## config.mk

```make
export PLATFORM = sky130hd
export DESIGN_NAME = retire_arbiter
export DESIGN_NICKNAME = d
export VERILOG_FILES = /design/src/rtl/retire_pkg.sv /design/src/rtl/rob_thread_ring.sv /design/src/rtl/retire_select.sv /design/src/rtl/retire_arbiter.sv
export SDC_FILE = /design/constraint.sdc
export NUM_CORES = 1
export LEC_CHECK = 0
export ABC_AREA = 1
export BUFFER_PORTS_ARGS = -buffer_cell sky130_fd_sc_hd__buf_4
export CORE_MARGIN = 8
export CORE_UTILIZATION = 37
export DETAILED_ROUTE_END_ITERATION = 16
export GPL_TIMING_DRIVEN = 0
export HOLD_SLACK_MARGIN = 0.02
export SYNTH_ARGS = -nofsm -noshare
export SYNTH_HDL_FRONTEND = slang
export SYNTH_HIERARCHICAL = 1
export SYNTH_SLANG_ARGS = --single-unit
```

## constraint.sdc

```tcl
create_clock -name clk -period 5.65 [get_ports clk]
set_input_delay 1.13 -clock clk [delete_from_list [all_inputs] [get_ports clk]]
set_output_delay 1.13 -clock clk [all_outputs]
set_load 0.1 [all_outputs]
```

## src/rtl/retire_pkg.sv

```systemverilog
package retire_pkg;
    typedef enum logic {
        TURN_T0 = 1'b0,
        TURN_T1 = 1'b1
    } turn_e;
endpackage

```

## src/rtl/rob_thread_ring.sv

```systemverilog
module rob_thread_ring #(
    parameter int DEPTH = 32,
    parameter int RET   = 3,
    parameter int IW    = $clog2(DEPTH),
    parameter int CW    = $clog2(DEPTH + 1),
    parameter int RCW   = $clog2(RET + 1)
) (
    input  logic              clk,
    input  logic              rst_n,
    input  logic [CW-1:0]     cap,
    input  logic              alloc_req,
    output logic              alloc_gnt,
    output logic [IW-1:0]     tail_idx,
    input  logic              wb_hit,
    input  logic [IW-1:0]     wb_idx,
    input  logic              flush,
    input  logic [RCW-1:0]    retire_cnt,
    output logic [RCW-1:0]    run_len,
    output logic [RET*IW-1:0] head_win
);
    logic [DEPTH-1:0] live;
    logic [DEPTH-1:0] done;
    logic [IW-1:0]    head;
    logic [IW-1:0]    tail;
    logic [CW-1:0]    count;

    assign alloc_gnt = alloc_req && !flush && (count < cap);
    assign tail_idx  = tail;

    for (genvar k = 0; k < RET; k++) begin : g_win
        assign head_win[k*IW +: IW] = head + IW'(k);
    end

    always_comb begin
        logic stop;
        stop    = 1'b0;
        run_len = '0;
        for (int k = 0; k < RET; k++) begin
            if (!stop && live[head + IW'(k)] && done[head + IW'(k)])
                run_len = RCW'(k + 1);
            else
                stop = 1'b1;
        end
    end

    always_ff @(posedge clk) begin
        if (!rst_n || flush) begin
            live  <= '0;
            done  <= '0;
            head  <= '0;
            tail  <= '0;
            count <= '0;
        end else begin
            if (wb_hit && live[wb_idx])
                done[wb_idx] <= 1'b1;
            if (alloc_gnt) begin
                live[tail] <= 1'b1;
                done[tail] <= 1'b0;
                tail       <= tail + 1'b1;
            end
            for (int k = 0; k < RET; k++) begin
                if (k < int'(retire_cnt)) begin
                    live[head + IW'(k)] <= 1'b0;
                    done[head + IW'(k)] <= 1'b0;
                end
            end
            head  <= head + IW'(retire_cnt);
            count <= count + CW'(alloc_gnt) - CW'(retire_cnt);
        end
    end

    // a grant never takes a thread past its capacity
    p_cap_r3: assert property (@(posedge clk) disable iff (!rst_n)
        $past(alloc_gnt) && !$past(flush) |-> count <= $past(cap));

    // retirement never outruns the completed run at the head
    p_ready_run_r4: assert property (@(posedge clk) disable iff (!rst_n)
        retire_cnt <= run_len);

    // the cycle after a flush finds the ring empty with reset pointers
    p_flush_empty_r5: assert property (@(posedge clk) disable iff (!rst_n)
        $past(flush) |-> (count == '0 && head == '0 && tail == '0));
endmodule

```

## src/rtl/retire_select.sv

```systemverilog
module retire_select
    import retire_pkg::*;
#(
    parameter int RET = 3,
    parameter int RCW = $clog2(RET + 1)
) (
    input  logic           clk,
    input  logic           rst_n,
    input  logic           solo,
    input  logic           flush0,
    input  logic           flush1,
    input  logic [RCW-1:0] run0,
    input  logic [RCW-1:0] run1,
    output logic           commit_valid,
    output logic           commit_tid,
    output logic [RCW-1:0] commit_cnt,
    output logic [RCW-1:0] ret0,
    output logic [RCW-1:0] ret1
);
    turn_e state, state_nxt;
    logic  elig0, elig1;

    assign elig0 = (run0 != '0) && !flush0;
    assign elig1 = (run1 != '0) && !flush1 && !solo;

    always_ff @(posedge clk) begin
        if (!rst_n) state <= TURN_T0;
        else        state <= state_nxt;
    end

    always_comb begin
        commit_valid = 1'b0;
        commit_tid   = 1'b0;
        unique case (state)
            TURN_T0: begin
                if (elig0)      begin commit_valid = 1'b1; commit_tid = 1'b0; end
                else if (elig1) begin commit_valid = 1'b1; commit_tid = 1'b1; end
            end
            TURN_T1: begin
                if (elig1)      begin commit_valid = 1'b1; commit_tid = 1'b1; end
                else if (elig0) begin commit_valid = 1'b1; commit_tid = 1'b0; end
            end
            default: ;
        endcase
        commit_cnt = !commit_valid ? '0 : (commit_tid ? run1 : run0);
        ret0       = (commit_valid && !commit_tid) ? commit_cnt : '0;
        ret1       = (commit_valid &&  commit_tid) ? commit_cnt : '0;
        state_nxt  = state;
        if (commit_valid)
            state_nxt = commit_tid ? TURN_T0 : TURN_T1;
    end

    // a commit always carries between one and RET entries
    p_width_r1: assert property (@(posedge clk) disable iff (!rst_n)
        commit_valid |-> (commit_cnt != '0 && commit_cnt <= RCW'(RET)));

    // with both threads ready, consecutive commits swap thread
    p_alternate_r2: assert property (@(posedge clk) disable iff (!rst_n)
        (elig0 && elig1 && $past(commit_valid)) |-> commit_tid != $past(commit_tid));

    // a ready thread is never left idle
    p_no_waste_r6: assert property (@(posedge clk) disable iff (!rst_n)
        (elig0 || elig1) |-> commit_valid);
endmodule

```

## src/rtl/retire_arbiter.sv

```systemverilog
module retire_arbiter #(
    parameter int DEPTH = 32,
    parameter int RET   = 3,
    parameter int TW    = $clog2(DEPTH) + 1,
    parameter int RCW   = $clog2(RET + 1)
) (
    input  logic              clk,
    input  logic              rst_n,
    input  logic              solo_mode,
    input  logic              alloc_req0,
    output logic              alloc_gnt0,
    output logic [TW-1:0]     alloc_tag0,
    input  logic              alloc_req1,
    output logic              alloc_gnt1,
    output logic [TW-1:0]     alloc_tag1,
    input  logic              wb_valid,
    input  logic [TW-1:0]     wb_tag,
    input  logic              flush0,
    input  logic              flush1,
    output logic              commit_valid,
    output logic              commit_tid,
    output logic [RCW-1:0]    commit_cnt,
    output logic [RET*TW-1:0] commit_tags
);
    localparam int IW   = TW - 1;
    localparam int CW   = $clog2(DEPTH + 1);
    localparam int HALF = DEPTH / 2;

    logic [CW-1:0]     cap_v   [2];
    logic              req_v   [2];
    logic              gnt_v   [2];
    logic [IW-1:0]     tail_v  [2];
    logic              flush_v [2];
    logic [RCW-1:0]    ret_v   [2];
    logic [RCW-1:0]    run_v   [2];
    logic [RET*IW-1:0] win_v   [2];

    assign cap_v[0]   = solo_mode ? CW'(DEPTH) : CW'(HALF);
    assign cap_v[1]   = solo_mode ? '0 : CW'(HALF);
    assign req_v[0]   = alloc_req0;
    assign req_v[1]   = alloc_req1;
    assign flush_v[0] = flush0;
    assign flush_v[1] = flush1;

    for (genvar t = 0; t < 2; t++) begin : g_ring
        rob_thread_ring #(.DEPTH(DEPTH), .RET(RET), .IW(IW), .CW(CW), .RCW(RCW)) u_ring (
            .clk       (clk),
            .rst_n     (rst_n),
            .cap       (cap_v[t]),
            .alloc_req (req_v[t]),
            .alloc_gnt (gnt_v[t]),
            .tail_idx  (tail_v[t]),
            .wb_hit    (wb_valid && (wb_tag[TW-1] == 1'(t))),
            .wb_idx    (wb_tag[IW-1:0]),
            .flush     (flush_v[t]),
            .retire_cnt(ret_v[t]),
            .run_len   (run_v[t]),
            .head_win  (win_v[t])
        );
    end

    retire_select #(.RET(RET), .RCW(RCW)) u_sel (
        .clk         (clk),
        .rst_n       (rst_n),
        .solo        (solo_mode),
        .flush0      (flush0),
        .flush1      (flush1),
        .run0        (run_v[0]),
        .run1        (run_v[1]),
        .commit_valid(commit_valid),
        .commit_tid  (commit_tid),
        .commit_cnt  (commit_cnt),
        .ret0        (ret_v[0]),
        .ret1        (ret_v[1])
    );

    assign alloc_gnt0 = gnt_v[0];
    assign alloc_gnt1 = gnt_v[1];
    assign alloc_tag0 = {1'b0, tail_v[0]};
    assign alloc_tag1 = {1'b1, tail_v[1]};

    for (genvar k = 0; k < RET; k++) begin : g_lane
        assign commit_tags[k*TW +: TW] =
            {commit_tid, commit_tid ? win_v[1][k*IW +: IW] : win_v[0][k*IW +: IW]};
    end

    // a thread under flush neither commits nor allocates
    p_flush_quiet_r5: assert property (@(posedge clk) disable iff (!rst_n)
        (flush0 |-> !(commit_valid && !commit_tid) && !alloc_gnt0) and
        (flush1 |-> !(commit_valid &&  commit_tid) && !alloc_gnt1));

    // single-thread mode shuts thread 1 out of allocation and commit
    p_solo_r8: assert property (@(posedge clk) disable iff (!rst_n)
        solo_mode |-> !alloc_gnt1 && !(commit_valid && commit_tid));
endmodule

```

# Word-level counts from Yosys, hierarchy flattened
# Index checks and enable logic that the tools add are counted.
# classes
add_sub_neg	12
n_lt_le_gt_ge	26
mux	105
bitwise	28
n_reduce_logical	43
# ops
op	n
$mux 32	32
$and 32x32->32	14
$not 32->32	8
$or 32x32->32	4
$bmux 1 s5	14
$lt 5x6->1 const B	9
$demux 1 s5	9
$ge 5x1->1 const B	9
$mux 1	35
$logic_and 1x1->1	32
$add 5x1->5 const B	4
$mux 5	4
$mux 2	8
$add 6x1->6	2
$sub 6x2->6	2
$add 5x2->5	2
$add 5x2->5 const B	2
$lt 1x2->1 const A	4
$logic_not 1->1	7
$lt 6x5->1	1
$lt 6x6->1	1
$mux 6	1
$lt 2x2->1 const A	2
$pmux 1 s2	2
3 further kinds	6
# totals
reg_bits	161

# Depth between registers and ports, before layout
# Gate-level depths: netlist of run 1.
# logic_depth
ltp_word	27
mapped_depth	32

# Cells and area by module
# Netlist of run 1, hierarchy kept.
# by_module_without_submodules
mod	instances	cells_per_inst	area_each_um2	seq_area_each_um2
rob_thread_ring (g_ring[1].u_ring)	1	1160	6791.5	1601.5
rob_thread_ring (g_ring[0].u_ring)	1	1086	6284.8	1601.5
retire_arbiter	1	61	296.5	0.0
retire_select	1	31	155.1	20.0

# Least setup slack after synthesis of run 1
# No wires, ideal clock.
# synth_timing
kind	reg-to-output
startpoint	register g_ring[0].u_ring.head[0]
endpoint	output commit_tags[13]
arrival_ns	4.333
path_slack_ns	0.187
stages_incl_launch_ff	24
cell_sequence	dfxtp_1 -> buf_2 -> inv_2 -> buf_2 -> ha_1 -> buf_2 -> inv_2 -> clkbuf_1 -> nand3_1 -> a21oi_1 -> o21ai_0 -> nand3_1 -> nand3_1 -> nor2_1 -> nor2_1 -> inv_1 -> nand2_2 -> nand3_2 -> nand2_2 -> inv_1 -> buf_6 -> buf_6 -> nand2_1 -> nand2_1
# synth_rtl
item	line_no	rtl
from (decl)	rob_thread_ring.sv:23	logic [IW-1:0] head;
from (signal assigned)	rob_thread_ring.sv:67	head <= head + IW'(retire_cnt);
to (decl)	retire_arbiter.sv:23	output logic [RET*TW-1:0] commit_tags

==> results.md, run 1 <==
- Post-route ant nets: 0
- Root buf cell: clkbuf_16
- Slew HR: about a fifth
- Rows: 70
- Die area: 42900 µm²
- M2 GR Usage: 43.7%
- Initial Utilization: a little under two fifths
- Die H: between 200 and 250 µm
- IO Port Bufs: 47
- Final hold vios: 0
- Lkg Pwr: 6.78 nW
- GR Layer Usage met3: 3.22%
- Synth cell types: between 40 and 50
- Non-Filler Instances: about 2900
- Register area share after synthesis: roughly a quarter
- CTS sink cnt: 161
- Routed Wire Length: 57300 µm
- WS Path Type: reg2out
- Register Area: between 3000 and 4000 µm²
- CTS tree: built
- TritonCTS Buffers: 17
- Die Width: 207 µm
- Clk_skew: between 0.02 and 0.025 ns
- Top cell type's share of synthesized area: 23.8%
- Area of the multi-input gates: 8490 µm²
- Fin util: 42.1%
- Initial drt markers: about 1600
- Post-Syn Area: 13500 µm²
- Vias/cell: roughly 5.4
- Warnings from Yosys: 6
- Type of origin of the critical path: flip-flop
- CP Data Arrival Time: 4.30 ns
- Yosys reg bits: 161
- Htree depth: 4
- Setup tns final: 0 ns
- Power Dens Cells: 169 nW/µm²
- Dpl hpwl: 44500 µm
- Min Clock Period, post-route: ~5.4 ns
- Fin. max-slew vios: 0
- Fin Hold WS: 0.469 ns
- Nature of the critical path endpoint: primary output
- Final #Nets: approximately 2500
- First-pass GRT wire length: 86400 µm
- Core area: 36300 µm²
- Tightest Pin Transition: around 1.2 ns
- Busiest grt layer: met2
- WL/cell: 19.8 µm
- Required time of the critical path: 4.52 ns
- Share of cells above drive strength 1: between 10 and 15%
- Syn Inst Count: 2338
- Tightest Hold Check Type: reg2reg
- Final setup viols: 0
- Clock Path Buffers: 2
- # IOs: 50
- Number of diodes: 0
- Tot GR Track Use: about a quarter
- Peak supply drop: 0.000205 V
- Router iterations before antenna repair: 6
- Fillers: around 4000
- Area grow syn2layout: 13.1%
- Largest net degree at the start of global routing: 18
- # hold bufs at CTS: 0
- Initial antenna violation count: 0
- Avg Cell Area, Syn: a little under 6 µm²
- Met1 Resource Use GR: 30.6%
- DP Cell Count: 2862
- Outcome: finished clean
- Worst-path clk slew: 0.07 ns
- Worst-Skew Late Latency: 0.47 ns
- # DRC: 0
- CP Max Fanout: 13
- Vias: around 16000
- Max_cap viols: 0
- Overflow after GRT: 0
- Vias in the first global route: 14794
- GP Congestion: 1.01
- Maximum clock rate: approximately 0.18 GHz
- Ratio of final minimum period to clock period: ~96%
- Synth top area cells: dfxtp_1 24%, nand2_1 20%, inv_1 9.1%
- Area leader, netlist: dfxtp_1
==> where the power goes <==
part	total (W)	leakage [nW]	internal [W]	switching, W
combinational	0.000222	5.19	0.0000540	0.000168
sequential	0.00114	1.30	0.00114	0.00000297
clock	0.00123	0.287	0.000632	0.000594
==> per-layer routing <==
layer / up-vias / part of all wire, %
li1: 7566 / -
met1: 7083 / 40
met2: 674 / 46
met3: 194 / 6.6
met4: 0 / 7.6
met5: - / 0
==> registers in the layout, summed over array words and instances, names as in the netlist <==
register and cells:
g_ring.u_ring/count 12, g_ring.u_ring/tail_idx 10, g_ring.u_ring/done 64, u_sel/state 1
g_ring.u_ring/live 64, g_ring.u_ring/head 10
==> worst paths after layout <==
kind / start / end / slack, ns / cells past startpoint
worst max-delay path: g_ring[0].u_ring/head[0] / commit_tags[8] / 0.22 / 25
worst min-delay path: g_ring[0].u_ring/done[0] / g_ring[0].u_ring/done[0] / 0.47 / 2
worst max register to register: g_ring[0].u_ring/head[0] / g_ring[1].u_ring/done[4] / 0.49 / 28
worst min register to register: g_ring[0].u_ring/done[0] / g_ring[0].u_ring/done[0] / 0.47 / 2
==> cells in the final DEF, fill, tap and decap left out, types with 3 or more instances in the layout <==
| master | n |
|---|---|
| xor2_1 | 5 |
| buf_4 | 63 |
| nor2_1 | 248 |
| inv_6 | 4 |
| o22ai_1 | 23 |
| a21oi_1 | 120 |
| nand4_1 | 34 |
| inv_1 | 324 |
| a21boi_0 | 4 |
| conb_1 | 11 |
| o211ai_1 | 3 |
| clkbuf_16 | 17 |
| nand2_2 | 13 |
| fa_1 | 4 |
| nor3_1 | 44 |
| ha_1 | 52 |
| o21ai_1 | 40 |
| clkinv_4 | 3 |
| buf_2 | 25 |
| a21oi_2 | 30 |
| a22oi_1 | 7 |
| o21a_1 | 3 |
| clkbuf_1 | 27 |
| dfxtp_4 | 3 |
| nand2_1 | 726 |
| inv_8 | 5 |
| o21ai_0 | 130 |
| inv_2 | 20 |
| a21boi_1 | 14 |
| nor2_2 | 9 |
| nand3_1 | 162 |
| buf_1 | 6 |
| nor3_2 | 7 |
| dfxtp_1 | 158 |
| buf_6 | 14 |
| buf_8 | 7 |
| nand3_2 | 33 |
| clkinvlp_4 | 5 |
==> logic make-up after synthesis <==
| logic type | synth area share, % |
|---|---|
| simple gates | 40.6 |
| buf+inv | 13.9 |
| compound gates | 15.8 |
| flops | 23.8 |
| fa+ha+maj | 5.40 |
| xor+xnor | 0.388 |
| other cells | 0.0555 |
| mux | 0.0740 |
==> timing repair <==
| item | in CTS | in global routing |
|---|---|---|
| resized for setup | 47 | 14 |
| pin swaps | 0 | 1 |
| setup endpoints to repair | 141 | 15 |
| setup buffers | 2 | 4 |
==> critical path: stages (launching register included) <==
cell and delay (ns):
dfxtp_4 0.42, buf_6 0.18, inv_2 0.11, buf_4 0.23, ha_1 0.37, clkbuf_4 0.23, inv_4 0.08, clkbuf_8 0.18
nand3_1 0.10, nand3_1 0.08, nand3_1 0.17, nand2_1 0.07, nor2_1 0.13, nand3_2 0.15, nor2_1 0.14, nor2_2 0.07
inv_1 0.07, nand2_2 0.06, nand3_2 0.08, nand2_2 0.08, inv_2 0.12, buf_6 0.15, buf_6 0.13, nand2_1 0.06
nand2_1 0.14, buf_8 0.21
==> synth_stat cells (all sizes together) <==
cell / count
nand4: 34
nor4: 1
mux2i: 1
fa: 4
clkinv: 2
a21boi: 18
or2: 4
buf: 65
o21a: 3
nor3: 51
nand3b: 2
clkbuf: 30
ha: 52
dfxtp: 161
nor2: 259
o21ai: 170
a31oi: 1
nand2: 740
nand3: 195
o2bb2ai: 1
a22oi: 7
conb: 2
o221ai: 1
inv: 349
a21oi: 150
xor2: 5
xnor2: 1
o21bai: 1
a211oi: 2
o22ai: 23
o211ai: 3
==> metrics by stage <==
stage | total power, W | cell area, µm² | worst slack (ns)
after floorplan | 0.00130 | 13600 | 0.187
after global placement | 0.00138 | 14500 | -0.542
after detailed placement | 0.00138 | 14500 | -0.546
after CTS | 0.00261 | 15200 | 0.00477
after global routing | 0.00267 | 15300 | -0.0000635
final | 0.00259 | 15300 | 0.221
==> cell type report <==
cell class	instances	share of cell area, %
Buffer	94	3.89
Clock buffer	17	2.78
Clock inverter	15	1.11
Inverter	351	8.74
Multi-Input combinational cell	1740	55.5
Sequential cell	161	21.1
Tap cell	468	3.83
Timing Repair Buffer	53	3.00
No activity file was read; power rests on OpenSTA's default activity.
==> run 2, diff against run 1 <==
- CELL_PAD_IN_SITES_DETAIL_PLACEMENT: default -> 1
- CELL_PAD_IN_SITES_GLOBAL_PLACEMENT: default -> 1
- PLACE_DENSITY_LB_ADDON: default -> 0.1
==> results.md, run 2 (synthesized netlist as in run 1, its figures left out) <==
- TritonCTS Buffers: 17
- FF-to-FF End: g_ring[1].u_ring/done[4]
- First-pass GRT wire length: 95200 µm
- Vias/cell: 5.45
- Worst-path cell chain: buf_4, ha_1, nand2_1, inv_1, nor2_2, nand3_1, nand3_1, nand2_1, inv_1, nand3_1, nor2_1, nor2_2, nor2_1, nor2_2, nand2_2, clkinvlp_4, buf_6, inv_6, buf_12, nand2_1, nand2_1, buf_6
- Initial antenna violation count: 0
- Most frequent cells in the layout: 726 x nand2_1, 324 x inv_1, 248 x nor2_1
- WL/cell: 21.8 µm
- Register Area: roughly 3200 µm²
- R2r setup slk: roughly 0.31 ns
- Ratio of final minimum period to clock period: 96.5%
- Fin util: 42.2%
- CP Data Arrival Time: around 4.3 ns
- Overflow after GRT: 0
- Worst Hold Depth: 2
- Worst R2R Path Depth: 24
- Most common cell after layout, fill and taps aside: nand2_1
- Largest net degree at the start of global routing: 18
- WP buf/inv: 8
- Fin Hold WS: 0.469 ns
- Area of the multi-input gates: roughly 8500 µm²
- Type of origin of the critical path: flip-flop
- Slew HR: between 10% and 20%
- Rows: 70
- Max_cap viols: 0
- Worst r2r src: g_ring[1].u_ring/head[0]
- Maximum clock rate: ~0.18 GHz
- Slowest CP cell: nor2_2
- # IOs: 50
- Tot GR Track Use: around 29%
- CP Max Fanout: 10
- Required time of the critical path: about 4.5 ns
- Final setup viols: 0
- Worst-Skew Late Latency: 0.46 ns
- Crit path top cell by count: nand2_1
- Crit-path leading delay family: simple AND/OR/NAND/NOR gates
- Outcome: finished clean
- Initial drt markers: 966
- Vias: 15796
- IO Port Bufs: 47
- Fillers: roughly 5100
- Nature of the critical path endpoint: primary output
- Power Dens Cells: 174 nW/µm²
- Lkg Pwr: 6.80 nW
- WHS Endpoint: g_ring[0].u_ring/done[13]
- Number of diodes: 0
- Dpl hpwl: about 49000 µm
- Share of cells above drive strength 1: 11.2%
- Area grow syn2layout: 13.3%
- WS Path Type: reg2out
- Gate power share: under 10%
- Min Clock Period, post-route: between 5 and 6 ns
- Vias in the first global route: 16130
- Routed Wire Length: 63200 µm
- Root buf cell: clkbuf_16
- Clk_skew: around 0.012 ns
- Largest regs: g_ring.u_ring/done x64, g_ring.u_ring/live x64, g_ring.u_ring/count x12
- GP Congestion: 0.970
- Worst-path clk slew: 0.07 ns
- RSZ-0062 raised after global routing: false
- Cell Int Power: 0.00190 W
- Fin. max-slew vios: 0
- Final hold vios: 0
- Tightest Pin Transition: between 1 and 1.5 ns
- Slowest Stage Delay on Critical Path: 0.70 ns
- CTS tree: built
- Core area: 36300 µm²
- Clock Path Buffers: 2
- Die Width: 207 µm
- Htree depth: 4
- Peak supply drop: 0.000209 V
- Final #Nets: between 2000 and 2500
- Hold Startpoint: g_ring[0].u_ring/done[13]
- # DRC: 0
- Tightest Hold Check Type: reg2reg
- CTS sink cnt: 161
- Initial Utilization: a little under two fifths
- Die area: 42900 µm²
- Net Switching: 0.000766 W
- Clk pwr share: approximately half
- Post-route ant nets: 0
- Die H: between 200 and 250 µm
- Sw frac: 28.7%
- Sequential share of power: 42.7%
- Router iterations before antenna repair: 5
## run 2: per-layer routing
| layer | GRT usage [%] | vias up | wire length, µm |
|---|---|---|---|
| li1 | - | 7563 | - |
| met1 | 31.4 | 7568 | 24600 |
| met2 | 51.6 | 489 | 31200 |
| met3 | 3.99 | 176 | 2940 |
| met4 | 18.5 | 0 | 4490 |
| met5 | 0 | - | 0 |
## run 2: power by group through the flow
stage	Clock [W]	Combinational [W]	Sequential, W
5_1_grt	0.00136	0.000248	0.00114
3_3_place_gp	0	0.000224	0.00117
4_1_cts	0.00133	0.000230	0.00114
2_1_floorplan	0	0.000130	0.00117
6_report	0.00130	0.000232	0.00114
3_5_place_dp	0	0.000229	0.00117
## run 2: area by class of cell
type,instances,share of cell area [%]
tap,468,3.82
inverter,351,8.76
timing repair buffer,56,3.06
clock buffer,17,2.77
buffer,93,3.91
sequential,161,21.1
multi-input combinational,1740,55.3
clock inverter,15,1.30
## run 2: tightest hold or removal path, delay by kind of cell (launching register included)
family,cells,cell delay [ns]
compound gates,1,0.05
buf+inv,1,0.05
flops,1,0.33
## run 2: worst max path at each step
stage / to / cells after the start / slack, ns / from
2_1_floorplan: commit_tags[13] / 23 / 0.19 / g_ring[0].u_ring/head[0]
3_3_place_gp: commit_tags[13] / 22 / -0.73 / g_ring[1].u_ring/head[0]
3_5_place_dp: commit_tags[13] / 22 / -0.75 / g_ring[1].u_ring/head[0]
4_1_cts: commit_tags[3] / 23 / 0.04 / g_ring[1].u_ring/head[0]
5_1_grt: commit_tags[8] / 23 / 0.02 / g_ring[1].u_ring/head[0]
6_report: commit_tags[14] / 22 / 0.20 / g_ring[1].u_ring/head[0]
## run 2: stage by stage
| step | area, µm² | power, W | setup WS [ns] | TNS (ns) | std cells |
|---|---|---|---|---|---|
| global placement | 14500 | 0.00139 | -0.725 | -61.60 | 2862 |
| global route | 15300 | 0.00275 | 0.0241 | 0 | 2901 |
| detailed placement | 14500 | 0.00140 | -0.754 | -65.64 | 2862 |
| floorplan | 13600 | 0.00130 | 0.187 | 0 | 2347 |
| finish | 15300 | 0.00267 | 0.200 | 0 | 2901 |
| CTS | 15200 | 0.00270 | 0.0404 | 0 | 2894 |
## run 2: timing repair
item,in CTS,in global routing
setup buffers,2,7
gates resized for setup,45,14
hold buffers,0,0
setup endpoints to repair,165,17
pin swaps,0,2
==> run 3, diff against run 2 <==
- CORE_UTILIZATION: 37 -> 44
==> results.md, run 3 (synthesized netlist as in run 1, its figures left out) <==
- Sequential share of power: a little over two fifths
- Sw frac: 27.1%
- Initial antenna violation count: 0
- Fillers: about 4300
- Share of cells above drive strength 1: 11.2%
- Max_cap viols: 0
- CP Data Arrival Time: 4.31 ns
- TritonCTS Buffers: 17
- Min Clock Period, post-route: 5.44 ns
- Cell Int Power: 0.00193 W
- # IOs: 50
- Number of diodes: 0
- Htree depth: 4
- Non-Filler Instances: 2830
- Peak supply drop: 0.000227 V
- CP Max Fanout: 13
- Final setup viols: 0
- First-pass GRT wire length: 95900 µm
- # hold bufs at CTS: 0
- Vias in the first global route: 16569
- Type of origin of the critical path: flip-flop
- WL/cell: 22.2 µm
- Worst R2R Path Depth: 27
- Clk pwr share: 48.2%
- Nature of the critical path endpoint: primary output
- Slowest CP cell: dfxtp_4
- CTS sink cnt: 161
- # DRC: 0
- Lkg Pwr: slightly below 7 nW
- Die Width: about 190 µm
- Routed Wire Length: 62800 µm
- WS Path Type: reg2out
- Most frequent cells in the layout: 725 x nand2_1, 323 x inv_1, 248 x nor2_1
- Tightest Hold Check Type: reg2reg
- Worst r2r src: g_ring[0].u_ring/head[0]
- Vias: 16040
- Area grow syn2layout: 12.6%
- Outcome: finished clean
- Die area: roughly 37000 µm²
- Ratio of final minimum period to clock period: a little under 100%
- Fin. max-slew vios: 0
- Gate power share: under 10%
- Initial Utilization: 44.5%
- Tightest Pin Transition: 1.32 ns
- FF-to-FF End: g_ring[1].u_ring/live[4]
- Vias/cell: 5.67
- Crit path depth: 26
- Crit path top cell by count: nand2_1
- Crit-path leading delay family: buffers and inverters
- Worst-path clk slew: 0.07 ns
- Die H: approximately 190 µm
- Required time of the critical path: 4.52 ns
- Post-route ant nets: 0
- Clock Path Buffers: 2
- GP Congestion: 1.02
- Net Switching: 0.000721 W
- CTS tree: built
- Router iterations before antenna repair: 6
- Root buf cell: clkbuf_16
- R2r setup slk: around 0.24 ns
- Largest regs: g_ring.u_ring/done x64, g_ring.u_ring/live x64, g_ring.u_ring/count x12
- Rows: 64
- DP Cell Count: ~2800
- Slew HR: 11.9%
- Dpl hpwl: between 40000 and 50000 µm
- Final #Nets: 2492
- WP buf/inv: 12
- Overflow after GRT: 0
- Most common cell after layout, fill and taps aside: nand2_1
- Setup crit end: commit_tags[15]
- Core area: around 30000 µm²
- Crit path from: g_ring[0].u_ring/head[0]
- Clk_skew: 0.0143 ns
- Hold Startpoint: g_ring[0].u_ring/done[29]
- Initial drt markers: 1142
- Worst-Skew Late Latency: about 0.46 ns
- Tot GR Track Use: 34.4%
- Slowest Stage Delay on Critical Path: 0.37 ns
- IO Port Bufs: 47
- Power Dens Cells: 174 nW/µm²
- Final hold vios: 0
- Maximum clock rate: 0.184 GHz
- Largest net degree at the start of global routing: 17
- Power, Total: 0.00266 W
run 3: changes by cell type in the layout (fill, tap and decap cells not counted), moves of 2 or more:
cell and change:
clkinv_2 +6, buf_4 +4, inv_6 -4, inv_8 -3
buf_6 -2, clkinv_4 -2, inv_2 +2, o21ai_0 +2
o21ai_1 -2
run 3: stage by stage:
step           worst slack (ns)  cell area (µm²)  hold WS, ns   TNS, ns  utilization [%]
6_report                  0.211            15200        0.471         0             50.1
5_1_grt                 -0.0126            15200        0.484   -0.0225             50.1
4_1_cts                -0.00912            15100        0.470  -0.00912             49.7
3_5_place_dp             -0.724            14400        0.460    -49.68             47.4
3_3_place_gp             -0.580            14400        0.452    -41.61             47.4
2_1_floorplan             0.187            13600        0.438         0                -
run 3: power by group through the flow:
stage                     logic, W  registers [W]  clock network, W
after floorplan           0.000130        0.00117                 0
after global placement    0.000222        0.00117                 0
after detailed placement  0.000228        0.00117                 0
after CTS                 0.000229        0.00114           0.00130
after global routing      0.000251        0.00114           0.00133
final                     0.000236        0.00114           0.00128
run 3: cell type report:
class	instances	area, µm²	share of cell area [%]
multi-input combinational	1740	8480	55.6
clock buffer	19	443	2.91
inverter	351	1340	8.79
tap	396	495	3.25
clock inverter	12	165	1.08
buffer	94	602	3.95
sequential	161	3230	21.2
timing repair buffer	57	482	3.16
run 3: worst min path at each step:
stage                     cells past startpoint  slack (ns)                        end
after floorplan                               2        0.44  g_ring[0].u_ring/done[25]
after global placement                        2        0.45  g_ring[0].u_ring/done[24]
after detailed placement                      2        0.46  g_ring[0].u_ring/done[25]
after CTS                                     2        0.47  g_ring[0].u_ring/done[25]
after global routing                          2        0.48  g_ring[0].u_ring/done[25]
final                                         2        0.47  g_ring[0].u_ring/done[29]
run 3: worst reg2reg max path, cell delays in order (launching register included):
cell and delay [ns]:
dfxtp_4 0.37, buf_4 0.18, inv_2 0.14, buf_6 0.23, ha_1 0.29, buf_4 0.19, inv_4 0.14, clkbuf_8 0.21
o21ai_0 0.10, nand3_1 0.08, nand2_1 0.09, nand2_1 0.07, nand3_1 0.11, nand3_1 0.18, nor2_1 0.07, nor2_2 0.17
inv_1 0.09, nand2_2 0.09, nand3_2 0.12, nand3_1 0.15, inv_1 0.08, clkbuf_1 0.21, o21ai_0 0.61, inv_1 0.30
a21oi_1 0.18, o21ai_0 0.09, a21oi_1 0.46, a21boi_0 0.30
run 3: routing by layer:
metal | vias up | routed length, µm | GRT usage (%)
li1 | 7567 | - | -
met1 | 7621 | 23700 | 38.0
met2 | 625 | 29800 | 58.6
met3 | 227 | 3700 | 5.02
met4 | 0 | 5490 | 27.6
met5 | - | 0 | 0
run 3: what timing repair did:
| action | in CTS | in global routing |
|---|---|---|
| endpoints found under the setup margin | 164 | 29 |
| pin swaps | 0 | 1 |
| buffers inserted | 3 | 7 |
| gates resized for setup | 42 | 16 |
